### config.mk
export PLATFORM = sky130hd
export DESIGN_NAME = cfgmem_reader
export DESIGN_NICKNAME = d
export VERILOG_FILES = /design/src/rtl/cfgmem_pkg.sv /design/src/rtl/cfgmem_store.sv /design/src/rtl/cfgmem_seq.sv /design/src/rtl/cfgmem_lanes.sv /design/src/rtl/cfgmem_reader.sv
export SDC_FILE = /design/constraint.sdc
export NUM_CORES = 1
export LEC_CHECK = 0
export BUFFER_PORTS_ARGS = -buffer_cell sky130_fd_sc_hd__buf_2
export CORE_UTILIZATION = 45
export DETAILED_ROUTE_END_ITERATION = 8
export SLEW_MARGIN = 20
export SYNTH_ARGS = -nofsm -noshare
export SYNTH_HDL_FRONTEND = slang
export SYNTH_SLANG_ARGS = --single-unit
### constraint.sdc
create_clock -name clk -period 5.45 [get_ports clk]
set_clock_uncertainty 0.1 [all_clocks]
set_input_delay 0.8175 -clock clk [delete_from_list [all_inputs] [get_ports clk]]
set_output_delay 0.8175 -clock clk [all_outputs]
set_load 0.05 [all_outputs]
### src/rtl/cfgmem_pkg.sv
package cfgmem_pkg;
  localparam int LANES = 8;
  typedef logic [LANES-1:0] lane_t;
  typedef enum logic {
    MODE_SERIAL   = 1'b0,
    MODE_PARALLEL = 1'b1
  } mode_e;
endpackage

### src/rtl/cfgmem_store.sv
module cfgmem_store
  import cfgmem_pkg::*;
#(
  parameter int DEPTH = 16,
  localparam int AW = $clog2(DEPTH)
) (
  input  logic          clk,
  input  logic          wr_en,
  input  logic [AW-1:0] wr_addr,
  input  lane_t         wr_data,
  input  logic [AW-1:0] rd_addr,
  output lane_t         rd_data
);
  lane_t cells [DEPTH];

  always_ff @(posedge clk) begin
    if (wr_en) cells[wr_addr] <= wr_data;
  end

  assign rd_data = cells[rd_addr];
endmodule

### src/rtl/cfgmem_seq.sv
module cfgmem_seq
  import cfgmem_pkg::*;
#(
  parameter int DEPTH = 16,
  localparam int CW = $clog2(DEPTH * LANES),
  localparam logic [CW-1:0] LAST_BIT  = CW'(DEPTH * LANES - 1),
  localparam logic [CW-1:0] LAST_BYTE = CW'(DEPTH - 1)
) (
  input  logic          clk,
  input  logic          hold_n,
  input  mode_e         mode,
  output logic [CW-1:0] cnt,
  output logic          past_tc
);
  logic [CW-1:0] last;
  logic          at_last;

  assign last    = (mode == MODE_PARALLEL) ? LAST_BYTE : LAST_BIT;
  assign at_last = (cnt == last);

  always_ff @(posedge clk or negedge hold_n) begin
    if (!hold_n) begin
      cnt     <= '0;
      past_tc <= 1'b0;
    end else if (!past_tc) begin
      if (at_last) past_tc <= 1'b1;
      else         cnt     <= cnt + 1'b1;
    end
  end

  assert_count_step_R1: assert property (@(posedge clk) disable iff (!hold_n)
    (!past_tc && !at_last) |=> (cnt == CW'($past(cnt) + 1'b1)));

  assert_past_sticky_R4: assert property (@(posedge clk) disable iff (!hold_n)
    past_tc |=> (past_tc && $stable(cnt)));
endmodule

### src/rtl/cfgmem_lanes.sv
module cfgmem_lanes
  import cfgmem_pkg::*;
(
  input  logic  clk,
  input  logic  oe_rst_n,
  input  logic  drive,
  input  mode_e mode,
  input  logic [2:0] bit_sel,
  input  lane_t rd_data,
  output lane_t dout,
  output lane_t dout_oe
);
  logic serial_bit;
  assign serial_bit = rd_data[3'd7 - bit_sel];

  for (genvar i = 0; i < LANES; i++) begin : g_lane
    logic en;
    logic val;
    if (i == 0) begin : g_first
      assign en  = drive;
      assign val = (mode == MODE_PARALLEL) ? rd_data[0] : serial_bit;
    end else begin : g_rest
      assign en  = drive && (mode == MODE_PARALLEL);
      assign val = rd_data[i];
    end
    assign dout_oe[i] = en;
    assign dout[i]    = en & val;
  end

  assert_serial_single_lane_R6: assert property (@(posedge clk) disable iff (!oe_rst_n)
    (mode == MODE_SERIAL) |-> (dout[LANES-1:1] == '0 && dout_oe[LANES-1:1] == '0));

  assert_idle_lanes_zero_R11: assert property (@(posedge clk) disable iff (!oe_rst_n)
    ((dout & ~dout_oe) == '0));
endmodule

### src/rtl/cfgmem_reader.sv
module cfgmem_reader
  import cfgmem_pkg::*;
#(
  parameter int DEPTH = 16,
  localparam int AW = $clog2(DEPTH),
  localparam int CW = $clog2(DEPTH * LANES)
) (
  input  logic          clk,
  input  logic          ce_n,
  input  logic          oe_rst_n,
  input  logic          mode_par,
  input  logic          wr_en,
  input  logic [AW-1:0] wr_addr,
  input  logic [7:0]    wr_data,
  output logic [7:0]    dout,
  output logic [7:0]    dout_oe,
  output logic          ceo_n
);
  logic          hold_n;
  logic          past_tc;
  logic [CW-1:0] cnt;
  logic [AW-1:0] rd_addr;
  lane_t         rd_data;
  mode_e         mode;

  assign hold_n  = oe_rst_n & ~ce_n;
  assign mode    = mode_par ? MODE_PARALLEL : MODE_SERIAL;
  assign rd_addr = mode_par ? cnt[AW-1:0] : cnt[CW-1:3];
  assign ceo_n   = ~(hold_n & past_tc);

  cfgmem_store #(.DEPTH(DEPTH)) u_store (
    .clk     (clk),
    .wr_en   (wr_en),
    .wr_addr (wr_addr),
    .wr_data (wr_data),
    .rd_addr (rd_addr),
    .rd_data (rd_data)
  );

  cfgmem_seq #(.DEPTH(DEPTH)) u_seq (
    .clk     (clk),
    .hold_n  (hold_n),
    .mode    (mode),
    .cnt     (cnt),
    .past_tc (past_tc)
  );

  cfgmem_lanes u_lanes (
    .clk      (clk),
    .oe_rst_n (oe_rst_n),
    .drive    (hold_n & ~past_tc),
    .mode     (mode),
    .bit_sel  (cnt[2:0]),
    .rd_data  (rd_data),
    .dout     (dout),
    .dout_oe  (dout_oe)
  );

  assert_handover_exclusive_R9: assert property (@(posedge clk) disable iff (!oe_rst_n)
    !ceo_n |-> (dout_oe == 8'h00));

  assert_standby_quiet_R3: assert property (@(posedge clk) disable iff (!oe_rst_n)
    ce_n |-> (dout_oe == 8'h00 && ceo_n));
endmodule

==> results of run 1 <==
[cell families (layout without fill, tap and decap cells)]
| group | Yosys count | after routing | synth area share |
|---|---|---|---|
| DFF | 136 | 136 | 0.7011 |
| and+or+nand+nor | 121 | 121 | 0.09870 |
| muxes | 42 | 42 | 0.1128 |
| AOI/OAI and AO/OA | 36 | 36 | 0.04533 |
| buffers and inverters | 28 | 72 | 0.03080 |
| xor gates and xnor gates | 6 | 6 | 0.009111 |
| adders and majority gates | 1 | 1 | 0.002169 |
[layout make-up]
class,instances,area (um2),area share
repair buffers,37,195.2,0.02975
clock buffers,18,429.2,0.06542
flip-flops and latches,136,4044,0.6164
inverters,3,11.26,0.001717
well taps,168,210.2,0.03204
multi-input cells,206,1587,0.2418
clock inverters,14,83.83,0.01278
[stage by stage]
stage	cells	setup slack [ps]
2_1_floorplan	370	1247
3_5_place_dp	550	748.7
6_report	582	743.4
4_1_cts	582	721.9
3_3_place_gp	550	834.5
5_1_grt	582	453.3
[layer usage]
layer,global-route usage,vias to the layer above,share of wire
met5,0,-,0
met1,0.2926,1645,0.45
met3,0.06906,21,0.067
met2,0.3088,132,0.46
li1,-,1496,-
met4,0.08571,0,0.023
[cells in the mapped netlist, types with 2 or more instances]
library cell	n
edfxtp_1	128
nand2_1	49
nor2_1	22
mux2i_1	17
nand3_1	15
mux4_2	12
buf_4	9
dfrtp_1	8
nand4_1	8
clkbuf_1	7
mux2_2	7
buf_2	6
nor3_1	6
a21oi_1	5
a22oi_1	4
a32oi_1	4
and2_1	4
mux4_1	4
nand2b_1	4
o22ai_1	4
xnor2_1	4
a31oi_1	3
inv_1	3
nand3b_1	3
nor2b_1	3
nor3b_1	3
o21ai_0	3
a21o_1	2
a222oi_1	2
buf_6	2
o211ai_1	2
o221ai_1	2
xor2_1	2
[sequential cells by signal (all words and copies together), names as in the netlist]
signal         cells
u_seq.cnt          7
u_seq.past_tc      1
u_store.cells    128
[power breakdown]
part / internal, uW / total, uW / switching [uW]
clock network: 573 / 993 / 421
registers: 1190 / 1290 / 95.2
logic: 377 / 907 / 530
total: 2140 / 3190 / 1050
[worst max path at each step]
stage | endpoint | slack (ps) | cells past startpoint
4_1_cts | dout[0] | 720 | 10
2_1_floorplan | dout[0] | 1250 | 10
5_1_grt | dout[0] | 450 | 10
3_5_place_dp | dout[0] | 750 | 10
3_3_place_gp | dout[0] | 830 | 8
6_report | dout[0] | 740 | 10
[critical path, cell delays in order]
cell       delay [ps]
buf_2             400
mux2i_4           470
buf_4             420
mux4_2            370
a222oi_1          250
mux2_1            210
nor2_1             40
a2111oi_0         410
o2bb2ai_1         160
buf_2             230
==> flow_metrics.env, run 1 <==
export IMPL_portBuffers=33
export IMPL_grt_pass1_vias=3229
export IMPL_setup_total_negative_slack_ps=0
export IMPL_die_area_um2=13270
export IMPL_outcome="completed"
export IMPL_gp_routability_congestion=0.7673
export IMPL_timing_final_setup_violations=0
export IMPL_report_final_hold_viol_count=0
export IMPL_dp_final_hpwl_mm=8.177
export IMPL_post_cts_buffers=0
export IMPL_irDropWorstVdd_mv=0.2024
export IMPL_avgViaCountPerCell=5.660
export IMPL_hold_worst_slack_ps=445.9
export IMPL_finish_utilization=0.5350
export IMPL_cts_repair_resize_count=0
export IMPL_achievable_frequency_mhz=212.5
export IMPL_pwr_density_nw_per_um2=486.2
export IMPL_first_pass_iters=5
export IMPL_dr_total_vias=3294
export IMPL_final_max_slew_viol_count=0
export IMPL_drt_initial_drc_count=285
export IMPL_worst_endpoint_arrival_ps=3790
export IMPL_period_minus_slack_ps=4707
export IMPL_globalRouteOverflowTotal=0
export IMPL_synth_top_cell_area_share=0.6664
export IMPL_htreeDepth=4
export IMPL_routedWlPerCell_um=21.68
export IMPL_setup_repair_after_global_routing_missed_its_margin="no"
export IMPL_drcViolationCount=0
export IMPL_min_from="u_seq.cnt[6]$_DFFE_PN0P_"
export IMPL_cp_end_kind="output pin"
export IMPL_cts_root_buffer="clkbuf_16"
export IMPL_flow_area_growth_from_synthesis_pct=13.73
export IMPL_antenna_violating_nets_post_route=0
export IMPL_die_height_um=115.2
export IMPL_p_leak_uw=0.002280
export IMPL_synthDistinctLibCells=46
export IMPL_synth_main_ff_cell="edfxtp_1"
export IMPL_placement_cell_area_um2=6045
export IMPL_number_of_nets_produced_by_synthesis=388
export IMPL_clk_transition_reported_paths_ps=50
export IMPL_final_net_count=419
export IMPL_postLayoutCellArea_um2=6560
export IMPL_core_rowCount=40
export IMPL_yosys_register_bits=136
export IMPL_reg2reg_depth=6
export IMPL_worst_r2r_endpoint="u_seq.cnt[5]$_DFFE_PN0P_"
export IMPL_synth_area_per_cell_um2=15.59
export IMPL_antenna_diode_count=0
export IMPL_layout_cells_most_common="edfxtp_1"
export IMPL_core_um2=12260
export IMPL_timing_setup_critical_path_class="primary input to output pin"
export IMPL_clkSinkCount=136
export IMPL_layout_cells_most_common_list="edfxtp_1, nand2_1, buf_2"
export IMPL_grtUsageTotal=0.2112
export IMPL_maxSlewHeadroom=0.2471
export IMPL_grt_first_pass_wirelength_mm=19.13
export IMPL_worst_hold_path_type="flop to flop"
export IMPL_yosysTopAreaCell="edfxtp_1"
export IMPL_post_synth_arst_share=0.05882
export IMPL_cts_made_buffers=17
export IMPL_fin_crit_sh=0.8636
export IMPL_floorplan_initialDensity=0.4704
export IMPL_hold_path_cell_count=1
export IMPL_setup_reg_to_reg_worst_slack_ps=3280
export IMPL_routed_wl_mm=12.62
export IMPL_critPathLaunchType="primary input"
export IMPL_post_layout_total_power_uw=3189
export IMPL_yosysWarningCount=0
export IMPL_syn_instance_count=370
export IMPL_io_pin_count=34
export IMPL_cts_hold_buffers=0
export IMPL_layout_drive_gt1_share=0.2343
export IMPL_synth_area_leaders="edfxtp_1, mux4_2, dfrtp_1"
export IMPL_tritoncts_clock_tree="built"
export IMPL_ys_seq_area_frac=0.7011
export IMPL_layout_filler_cells=1006
export IMPL_worst_slew_pin_transition_ps=1123
export IMPL_number_of_enable_type_register_cells_in_the_synthesized_netlist=128
export IMPL_critical_path_required_time_ps=4530
export IMPL_drv_cap=0
export IMPL_die_width_um=115.2
export IMPL_r2r_path_start="u_seq.cnt[5]$_DFFE_PN0P_"
export IMPL_cp_startpoint="mode_par"
export IMPL_cp_max_fanout=27
export IMPL_antenna_found_initial=0
export IMPL_cts_root_to_sink_buffers=2
export IMPL_mappedNetlistArea_um2=5768
export IMPL_clk_latency_ps=420
export IMPL_min_delay_worst_endpoint="u_seq.cnt[6]$_DFFE_PN0P_"
export IMPL_pin_count_of_the_biggest_net_entering_global_routing=36
(Power assumes the default switching activity.)
==> inputs of run 2 (changes only) <==
Clock period 5.45 ns to 6.1 ns, I/O delays scaled along.
==> run 2 against run 1 <==
Via count grew 0.12%. Critical path depth shrank 1. Sequential power shrank 11%. Final cell count shrank 0.17%. Critical path type unchanged. Critical endpoint unchanged. Largest power group unchanged. Highest routed layer unchanged.
==> flow_metrics.env, run 2 (same netlist as run 1, synthesis figures left out) <==
export IMPL_worst_path_max_delay_cell="mux2i_4"
export IMPL_layout_filler_cells=962
export IMPL_dp_final_hpwl_mm=7.909
export IMPL_grtUsageTotal=0.2053
export IMPL_die_area_um2=13270
export IMPL_report_final_hold_viol_count=0
export IMPL_drt_initial_drc_count=311
export IMPL_final_net_count=418
export IMPL_cpLargestDelayFamily="multiplexers"
export IMPL_htreeDepth=4
export IMPL_core_um2=12260
export IMPL_pin_count_of_the_biggest_net_entering_global_routing=36
export IMPL_grt_pass1_vias=3186
export IMPL_r2r_path_start="u_seq.cnt[5]$_DFFE_PN0P_"
export IMPL_layout_cells_most_common_list="edfxtp_1, nand2_1, buf_2"
export IMPL_cts_root_to_sink_buffers=2
export IMPL_worst_hold_path_type="flop to flop"
export IMPL_avgViaCountPerCell=5.676
export IMPL_timing_setup_critical_path_class="primary input to output pin"
export IMPL_cts_hold_buffers=0
export IMPL_globalRouteOverflowTotal=0
export IMPL_dpl_worst_slack_ps=1096
export IMPL_period_minus_slack_ps=5005
export IMPL_timing_final_setup_violations=0
export IMPL_drcViolationCount=0
export IMPL_hold_worst_slack_ps=457.4
export IMPL_first_pass_iters=5
export IMPL_maxSlewHeadroom=0.2063
export IMPL_core_rowCount=40
export IMPL_cts_made_buffers=17
export IMPL_dr_total_vias=3298
export IMPL_post_cts_buffers=0
export IMPL_largest_incremental_delay_on_the_critical_path_ps=790
export IMPL_antenna_found_initial=0
export IMPL_die_height_um=115.2
export IMPL_critPathLaunchType="primary input"
export IMPL_clk_transition_reported_paths_ps=50
export IMPL_routedWlPerCell_um=21.33
export IMPL_tritoncts_clock_tree="built"
export IMPL_portBuffers=33
export IMPL_outcome="completed"
export IMPL_drv_cap=0
export IMPL_worst_endpoint_arrival_ps=3990
export IMPL_antenna_diode_count=0
export IMPL_cp_startpoint="mode_par"
export IMPL_fin_crit_sh=0.8205
export IMPL_irDropWorstVdd_mv=0.2206
export IMPL_clkSinkCount=136
export IMPL_pwr_density_nw_per_um2=453.2
export IMPL_final_max_slew_viol_count=0
export IMPL_worst_path_buffer_plus_inverter_count=3
export IMPL_p_leak_uw=0.002321
export IMPL_antenna_violating_nets_post_route=0
export IMPL_achievable_frequency_mhz=199.8
export IMPL_sequence_of_cells_on_the_critical_path="buf_2, mux2i_4, buf_4, mux4_2, a22oi_1, nand2_1, mux4_2, o2bb2ai_1, buf_2"
export IMPL_setup_repair_after_global_routing_missed_its_margin="no"
export IMPL_setup_total_negative_slack_ps=0
export IMPL_floorplan_initialDensity=0.4704
export IMPL_cp_max_fanout=27
export IMPL_grt_first_pass_wirelength_mm=18.73
export IMPL_clk_latency_ps=410
export IMPL_routed_wl_mm=12.39
export IMPL_cts_root_buffer="clkbuf_16"
export IMPL_regMostFlops="u_store.cells"
export IMPL_largestRegisters="u_store.cells x128, u_seq.cnt x7, u_seq.past_tc x1"
export IMPL_flip_flop_count_of_the_largest_register_after_layout=128
export IMPL_die_width_um=115.2
export IMPL_cts_repair_resize_count=0
export IMPL_min_from="u_seq.cnt[6]$_DFFE_PN0P_"
export IMPL_critical_path_required_time_ps=5080
export IMPL_layout_cells_most_common="edfxtp_1"
export IMPL_flow_area_growth_from_synthesis_pct=15.21
export IMPL_gp_routability_congestion=0.7851
export IMPL_layout_drive_gt1_share=0.2252
export IMPL_io_pin_count=34
export IMPL_worst_slew_pin_transition_ps=1186
export IMPL_postLayoutSetupSlackWorst_ps=1095
export IMPL_cp_end_kind="output pin"
## run 2: cell type report
cell class / instances / area (um2) / share of cell area
inverter: 3 / 11.26 / 0.001695
sequential: 136 / 4044 / 0.6085
tap: 168 / 210.2 / 0.03163
timing repair buffer: 36 / 187.7 / 0.02824
clock buffer: 20 / 436.7 / 0.06571
multi-input combinational: 206 / 1582 / 0.2380
clock inverter: 12 / 173.9 / 0.02617
## run 2: report_power, final
part           switching, uW  internal [uW]  total, uW  leakage (uW)
Combinational            470            333        803      0.000766
Sequential              86.5           1070       1150       0.00125
Clock                    372            683       1060      0.000300
## run 2: layer usage
layer / global-route usage / wire (um)
met5: 0 / 0
met4: 0.09957 / 386
met3: 0.06378 / 743
met2: 0.2924 / 5530
met1: 0.2869 / 5732
## run 2: worst paths after layout
kind,end,slack [ps],cells after the start
worst max-delay path,dout[0],1090,9
worst min-delay path,u_seq.cnt[6]$_DFFE_PN0P_,460,1
worst max register to register,u_seq.cnt[5]$_DFFE_PN0P_,3950,6
worst min register to register,u_seq.cnt[6]$_DFFE_PN0P_,460,1
max in group asynchronous,u_seq.cnt[5]$_DFFE_PN0P_,4860,2
min in group asynchronous,u_seq.cnt[2]$_DFFE_PN0P_,570,2
## run 2: metrics by stage
step / total power, uW / instances / util / instance area [um2]
finish: 3012 / 581 / 0.5419 / 6645
global route: 3147 / 581 / 0.5419 / 6645
CTS: 3028 / 581 / 0.5417 / 6643
detailed placement: 1978 / 549 / 0.4919 / 6032
global placement: 1966 / 549 / 0.4919 / 6032
floorplan: 1795 / 370 / - / 5768
## run 2: worst register-to-register path: stages (launching register included)
cell,delay (ps)
dfrtp_1,510
or4b_2,710
a21oi_1,200
nor2_1,140
nand4_1,150
nor2_1,80
xor2_1,130
